<file path="config.mk">
export PLATFORM = sky130hd
export DESIGN_NAME = prt_irq_ctrl
export DESIGN_NICKNAME = d
export VERILOG_FILES = /design/src/rtl/prt_irq_pkg.sv /design/src/rtl/prt_reset_sync.sv /design/src/rtl/prt_edge_sense.sv /design/src/rtl/prt_sticky_flag.sv /design/src/rtl/prt_irq_ctrl.sv
export SDC_FILE = /design/constraint.sdc
export NUM_CORES = 1
export LEC_CHECK = 0
export BUFFER_PORTS_ARGS = -buffer_cell sky130_fd_sc_hd__buf_2
export CAP_MARGIN = 10
export CORE_AREA = 10 10 47 49
export CTS_BUF_LIST = sky130_fd_sc_hd__clkbuf_16
export DETAILED_ROUTE_END_ITERATION = 10
export DIE_AREA = 0 0 57 59
export MAX_ROUTING_LAYER = met4
export PLACE_DENSITY_LB_ADDON = 0.15
export RECOVER_POWER = 100
export SETUP_SLACK_MARGIN = 0.05
export SKIP_CTS_REPAIR_TIMING = 1
export SYNTH_ARGS = -nofsm -noshare
export SYNTH_HDL_FRONTEND = slang
export SYNTH_SLANG_ARGS = --single-unit
</file>
<file path="constraint.sdc">
create_clock -name clk -period 2.8 [get_ports clk]
set_input_delay 0.42 -clock clk [delete_from_list [all_inputs] [get_ports clk]]
set_output_delay 0.42 -clock clk [all_outputs]
set_load 0.02 [all_outputs]
</file>
<file path="src/rtl/prt_irq_pkg.sv">
package prt_irq_pkg;
  localparam int LVL_W     = 3;
  localparam int REG_W     = 8;
  localparam int BIT_EN    = 3;
  localparam int BIT_POL   = 4;
  localparam int BIT_ACK   = 5;
  localparam int BIT_FLT   = 6;
  localparam int BIT_ANY   = 7;
  localparam int CTRL_W    = BIT_POL + 1;
  localparam int NUM_LINES = 2;
  localparam int LINE_ACK  = 0;
  localparam int LINE_FLT  = 1;
endpackage

</file>
<file path="src/rtl/prt_reset_sync.sv">
module prt_reset_sync #(
  parameter int STAGES = 2
) (
  input  logic clk,
  input  logic rst_n,
  output logic rst_sync_n
);
  logic [STAGES-1:0] pipe_q;
  logic [STAGES-1:0] pipe_d;

  always_comb begin
    pipe_d[0] = 1'b1;
    for (int j = 1; j < STAGES; j++) begin
      pipe_d[j] = pipe_q[j-1];
    end
  end

  always_ff @(posedge clk or negedge rst_n) begin
    if (!rst_n) pipe_q <= '0;
    else        pipe_q <= pipe_d;
  end

  assign rst_sync_n = pipe_q[STAGES-1];
endmodule

</file>
<file path="src/rtl/prt_edge_sense.sv">
module prt_edge_sense #(
  parameter int LINES  = 2,
  parameter int STAGES = 2
) (
  input  logic             clk,
  input  logic             rst_n,
  input  logic [LINES-1:0] raw,
  output logic [LINES-1:0] rise,
  output logic [LINES-1:0] fall
);
  for (genvar i = 0; i < LINES; i++) begin : g_line
    logic [STAGES-1:0] chain_q;
    logic [STAGES-1:0] chain_d;
    logic              prev_q;
    logic              cur;

    always_comb begin
      chain_d[0] = raw[i];
      for (int j = 1; j < STAGES; j++) begin
        chain_d[j] = chain_q[j-1];
      end
    end

    always_ff @(posedge clk or negedge rst_n) begin
      if (!rst_n) begin
        chain_q <= '0;
        prev_q  <= 1'b0;
      end else begin
        chain_q <= chain_d;
        prev_q  <= chain_q[STAGES-1];
      end
    end

    assign cur     = chain_q[STAGES-1];
    assign rise[i] = cur & ~prev_q;
    assign fall[i] = ~cur & prev_q;
  end
endmodule

</file>
<file path="src/rtl/prt_sticky_flag.sv">
module prt_sticky_flag (
  input  logic clk,
  input  logic rst_n,
  input  logic force_clr,
  input  logic set,
  input  logic clr,
  output logic q
);
  logic d;
  logic upd;

  always_comb begin
    upd = force_clr | set | clr;
    if (force_clr)  d = 1'b0;
    else if (set)   d = 1'b1;
    else            d = 1'b0;
  end

  always_ff @(posedge clk or negedge rst_n) begin
    if (!rst_n)   q <= 1'b0;
    else if (upd) q <= d;
  end
endmodule

</file>
<file path="src/rtl/prt_irq_ctrl.sv">
module prt_irq_ctrl
  import prt_irq_pkg::*;
#(
  parameter int SYNC_STAGES = 2,
  parameter int RST_STAGES  = 2
) (
  input  logic             clk,
  input  logic             rst_n,
  input  logic             ack_in,
  input  logic             fault_in,
  input  logic             bus_wr,
  input  logic [REG_W-1:0] bus_wdata,
  output logic [REG_W-1:0] bus_rdata,
  output logic             irq_req,
  output logic [LVL_W-1:0] irq_level
);
  logic                 rst_sync_n;
  logic [NUM_LINES-1:0] line_rise;
  logic [NUM_LINES-1:0] line_fall;
  logic [CTRL_W-1:0]    ctrl_q;
  logic [CTRL_W-1:0]    ctrl_d;
  logic                 ctrl_en;
  logic                 ack_set;
  logic                 ack_clr;
  logic                 ack_off;
  logic                 flt_set;
  logic                 flt_clr;
  logic                 ack_q;
  logic                 flt_q;
  logic                 any_pend;
  logic                 unused_wr_top;
  logic                 unused_flt_rise;

  prt_reset_sync #(.STAGES(RST_STAGES)) u_rst (
    .clk        (clk),
    .rst_n      (rst_n),
    .rst_sync_n (rst_sync_n)
  );

  prt_edge_sense #(.LINES(NUM_LINES), .STAGES(SYNC_STAGES)) u_edge (
    .clk   (clk),
    .rst_n (rst_sync_n),
    .raw   ({fault_in, ack_in}),
    .rise  (line_rise),
    .fall  (line_fall)
  );

  // control field: level, enable, edge select
  always_comb begin
    ctrl_en = bus_wr;
    ctrl_d  = bus_wdata[CTRL_W-1:0];
  end

  always_ff @(posedge clk or negedge rst_sync_n) begin
    if (!rst_sync_n)  ctrl_q <= '0;
    else if (ctrl_en) ctrl_q <= ctrl_d;
  end

  // event and clear decode
  always_comb begin
    ack_set = ctrl_q[BIT_POL] ? line_fall[LINE_ACK] : line_rise[LINE_ACK];
    ack_clr = bus_wr & bus_wdata[BIT_ACK];
    ack_off = ctrl_en ? ~ctrl_d[BIT_EN] : ~ctrl_q[BIT_EN];
    flt_set = line_fall[LINE_FLT];
    flt_clr = bus_wr & bus_wdata[BIT_FLT];
  end

  prt_sticky_flag u_ack_flag (
    .clk       (clk),
    .rst_n     (rst_sync_n),
    .force_clr (ack_off),
    .set       (ack_set),
    .clr       (ack_clr),
    .q         (ack_q)
  );

  prt_sticky_flag u_flt_flag (
    .clk       (clk),
    .rst_n     (rst_sync_n),
    .force_clr (1'b0),
    .set       (flt_set),
    .clr       (flt_clr),
    .q         (flt_q)
  );

  assign any_pend        = ack_q | flt_q;
  assign bus_rdata       = {any_pend, flt_q, ack_q, ctrl_q};
  assign irq_req         = ctrl_q[BIT_EN] & any_pend;
  assign irq_level       = ctrl_q[LVL_W-1:0];
  assign unused_wr_top   = bus_wdata[BIT_ANY];
  assign unused_flt_rise = line_rise[LINE_FLT];
endmodule

</file>
## Word level (Yosys, flattened, before mapping)

Cells that the tools add are included.
Widths: inputs -> output; s select.

| cells by class | value |
|---|---|
| multiplexer cells | 5 |
| bitwise gates (word level) | 15 |

Operators with widths:

| cell | count |
|---|---|
| $and 1x1->1 | 6 |
| $mux 1 | 5 |
| $not 1->1 | 5 |
| $or 1x1->1 | 4 |

| word-level totals | value |
|---|---|
| register bits | 15 |
| bits of input ports | 13 |
| output and inout port bits | 12 |
| logic and storage cells | 28 |

## Depth between registers and ports, before layout

| logic depth | value |
|---|---|
| word-level depth | 5 |
| mapped depth | 3 |
| gate-level depth less buffers | 2 |

## Modules after synthesis

From an unflattened synthesis, not the netlist that was laid out.

| unflattened totals | value |
|---|---|
| cell total of the unflattened synthesis | 45 |
| area, all modules | 636.9 µm² |

By module, submodules not included:

| module | times used | cells each | area each (µm²) |
|---|---|---|---|
| prt_irq_ctrl | 1 | 24 | 310.3 |
| prt_edge_sense | 1 | 10 | 185.2 |
| prt_sticky_flag | 2 | 4 | 43.8 |
| prt_reset_sync | 1 | 3 | 53.8 |

## Worst setup path before layout

Ideal clock, no wire load.

| timing path | value |
|---|---|
| path kind | register to output |
| start point | register u_flt_flag.q |
| end point | output port irq_req |
| arrival | 0.876 ns |
| slack | 1.504 ns |
| cell stages (with the launch flop) | 3 |
| buffers on the path | 0 |
| path through | dfrtp_1 > or2_2 > and2_1 |

| between the ends | value |
|---|---|
| longest elaborated chain between the ends | 2 |

Ends and longest elaborated chain:

| element | RTL line | text |
|---|---|---|
| from (decl) | prt_sticky_flag.sv:7 | `output logic q` |
| from (signal assigned) | prt_sticky_flag.sv:20 | `if (!rst_n) q <= 1'b0;` |
| from (signal assigned) | prt_sticky_flag.sv:21 | `else if (upd) q <= d;` |
| $or 1x1->1 | prt_irq_ctrl.sv:86 | `assign any_pend = ack_q \| flt_q;` |
| net any_pend | prt_irq_ctrl.sv:30 | `logic any_pend;` |
| $and 1x1->1 | prt_irq_ctrl.sv:88 | `assign irq_req = ctrl_q[BIT_EN] & any_pend;` |
| to (decl) | prt_irq_ctrl.sv:14 | `output logic irq_req,` |

The timed path passes the listed nets, and every way through them passes these cells.

## Final worst setup path

| timing path | value |
|---|---|
| start point | register u_flt_flag.q |
| end point | output port irq_req |

| between the ends | value |
|---|---|
| longest elaborated chain between the ends | 2 |

Ends and longest elaborated chain:

| element | RTL line |
|---|---|
| $or 1x1->1 | prt_irq_ctrl.sv:86 |
| $and 1x1->1 | prt_irq_ctrl.sv:88 |

Every way passes these cells.

==> flow_summary.ini <==
[run_status]
status = finished, final reports clean

[cells_and_area]
drive_above_1_share = 0.293
syn_to_final_growth_pct = 26.3
antennaDiodeCount = 0
final_nets = 72
final.fill_count = 137
post-route-util = 0.502
regArea_um2 = 375
multi_input_area_um2 = 118
fin_cells = 74

[grt]
grt_usage = 0.0700
grt_pass1_vias = 386
grt_pass1_wl_um = 1750
grt_max_degree = 14
grt-ovfl-total = 0
antenna_found_initial = 0

[synthesis]
yosysTopAreaCell = dfrtp_1
netlist_instances = 37
synthTopCellsByArea = dfrtp_1 67%, buf_4 8.1%, mux2_2 8.1%, mux2_4 2.7%, buf_6 2.0%
synth_common_cells = 15 x dfrtp_1, 6 x buf_4, 4 x mux2_2
ys_seq_area_frac = 0.674
synth-edff-count = 0
async_flop_share = 1.00
yosysMostFrequentCell = dfrtp_1
syn_avg_cell_area_um2 = 15.0
synth_top_area_frac = 0.674
syn_area_um2 = 557
ys.flop_type = dfrtp_1
synth-seq-cells = 15
yosysUniqueCellTypes = 15
yosys_warnings = 0
synthesis.nets = 50

[sta]
worstMarginPinSlew_ns = 0.511
rsz0062_at_grt = false
hold_viol = 0
relSlewSlack = 0.660
fmax_ghz = 0.603
clock_skew_ns = 0.000358
post-route-period-util = 0.593
period_needed_ns = 1.66
setup_violations = 0
slew_violations = 0
hold_ws_ns = 0.208
setup_tns_ns = 0

[route]
num_vias = 334
ant_nets = 0
wl_um = 983
dr.pass1.iters = 1
wire_per_inst_um = 13.3
drc = 0
drt_iter0_drc = 0
viasPerCell = 4.51

[worst_setup_path]
path_delay_family = simple AND/OR/NAND/NOR gates
path_cells = or2_2 -> and2_1 -> clkbuf_1
cp.required_ns = 2.38
max_stage_delay_ns = 0.38
cp_num_buf_inv = 1
slowest_stage = dfrtp_1
cp_max_fo = 3
r2r_slack_ns = 1.86
crit_type = reg2out
start_kind = flip-flop
endpoint_kind = output port
critPathArrivalTime_ns = 1.24

[job]
cap_violations = 0

[pwr]
p_leak_nw = 0.328
total_power_mw = 0.576
power.density_mw_per_mm2 = 819
vdd_drop_max_v = 0.000423

[clock_network]
htreeDepth = 1
clk-insertion-delay-late_ns = 0.24
clkTransAtPathRegs_ns = 0.04
cts_sinks = 15
cts_tree = done
cts_root_buffer = clkbuf_16
cts_max_path_buffers = 2
numCtsBuffers = 3

[placed_design]
dp_cells = 69
place_congestion = 0.583
portBuffers = 23

[die]
core_area_mm2 = 0.00140
start_util = 0.397
die_x_um = 57
die_h_um = 59
rows = 14
dieArea_mm2 = 0.00336
ios = 25

[hold_path]
worstHoldPathType = reg2async
where the power goes:
part / total [mW] / switching [mW] / internal [mW]
sequential: 0.246 / 0.0124 / 0.234
combinational: 0.0663 / 0.0410 / 0.0253
clock: 0.263 / 0.0751 / 0.188
total: 0.576 / 0.129 / 0.447
cell type report:
class,count,area share
repair buffers,24,0.153
clock inverters,1,0.00534
clock buffers,3,0.107
multi-input cells,14,0.167
inverters,1,0.00534
well taps,16,0.0285
flip-flops and latches,15,0.534
cell families (layout without fill, tap and decap cells):
family / after synthesis / count (layout) / synth area share
flip-flops: 15 / 15 / 0.674
AND/OR/NAND/NOR: 5 / 5 / 0.0584
buffers and inverters: 8 / 29 / 0.108
other: 1 / 1 / 0.00674
AO/OA/AOI/OAI: 3 / 3 / 0.0450
multiplexers: 5 / 5 / 0.108
stage by stage:
step / worst slack [ns] / instance area (µm²)
finish: 1.14 / 703
global route: 1.09 / 703
CTS: 1.15 / 714
detailed placement: 1.41 / 636
global placement: 1.42 / 636
floorplan: 1.50 / 557
path summary, 6_finish.rpt:
path                       depth (start not counted)                          end       startpoint
min reg2reg                                        0                 u_flt_flag.q  u_rst.pipe_q[1]
min                                                0                 u_flt_flag.q  u_rst.pipe_q[1]
max reg2reg                                        2                 u_ack_flag.q        ctrl_q[4]
max in group asynchronous                          2              u_rst.pipe_q[0]            rst_n
max                                                3                      irq_req     u_flt_flag.q
min in group clk                                   1  u_edge.g_line[0].chain_q[0]           ack_in
metal layers:
layer  vias to the layer above  global-route usage  routed length, µm  part of all wire
met3                         5              0.0515                146              0.15
met1                       154              0.0732                404              0.41
met2                        18              0.0884                404              0.41
li1                        157                   -                  -                 -
met5                         -                   -                  0                 0
met4                         0              0.0503                 27             0.027
cells in the final DEF (no fill, tap or decap):
cell           netlist  layout
and3b_1              1       1
mux2_2               4       4
nor3b_1              1       1
buf_2                0       9
inv_1                1       2
conb_1               1       1
or2_2                1       1
nand2_1              1       1
mux2_1               0       1
dfrtp_1             15      15
and2_1               1       1
clkbuf_16            0       3
a22o_1               1       1
clkbuf_1             0      14
o31a_1               1       1
dlygate4sd3_1        0       1
a21boi_0             1       1
sequential cells by signal (all words and copies together) (netlist names):
| register | cells |
|---|---|
| u_ack_flag.q | 1 |
| u_rst.pipe_q | 2 |
| ctrl_q | 5 |
| u_edge.g_line.chain_q | 4 |
| u_flt_flag.q | 1 |
| u_edge.g_line.prev_q | 2 |
worst register-to-register path: cells and delay by family (launching register included):
family	cells	cell delay (ns)
AOI/OAI and AO/OA	1	0.23
DFF	1	0.40
and+or+nand+nor	1	0.19
Note: power is estimated with default switching activity, not from simulation.
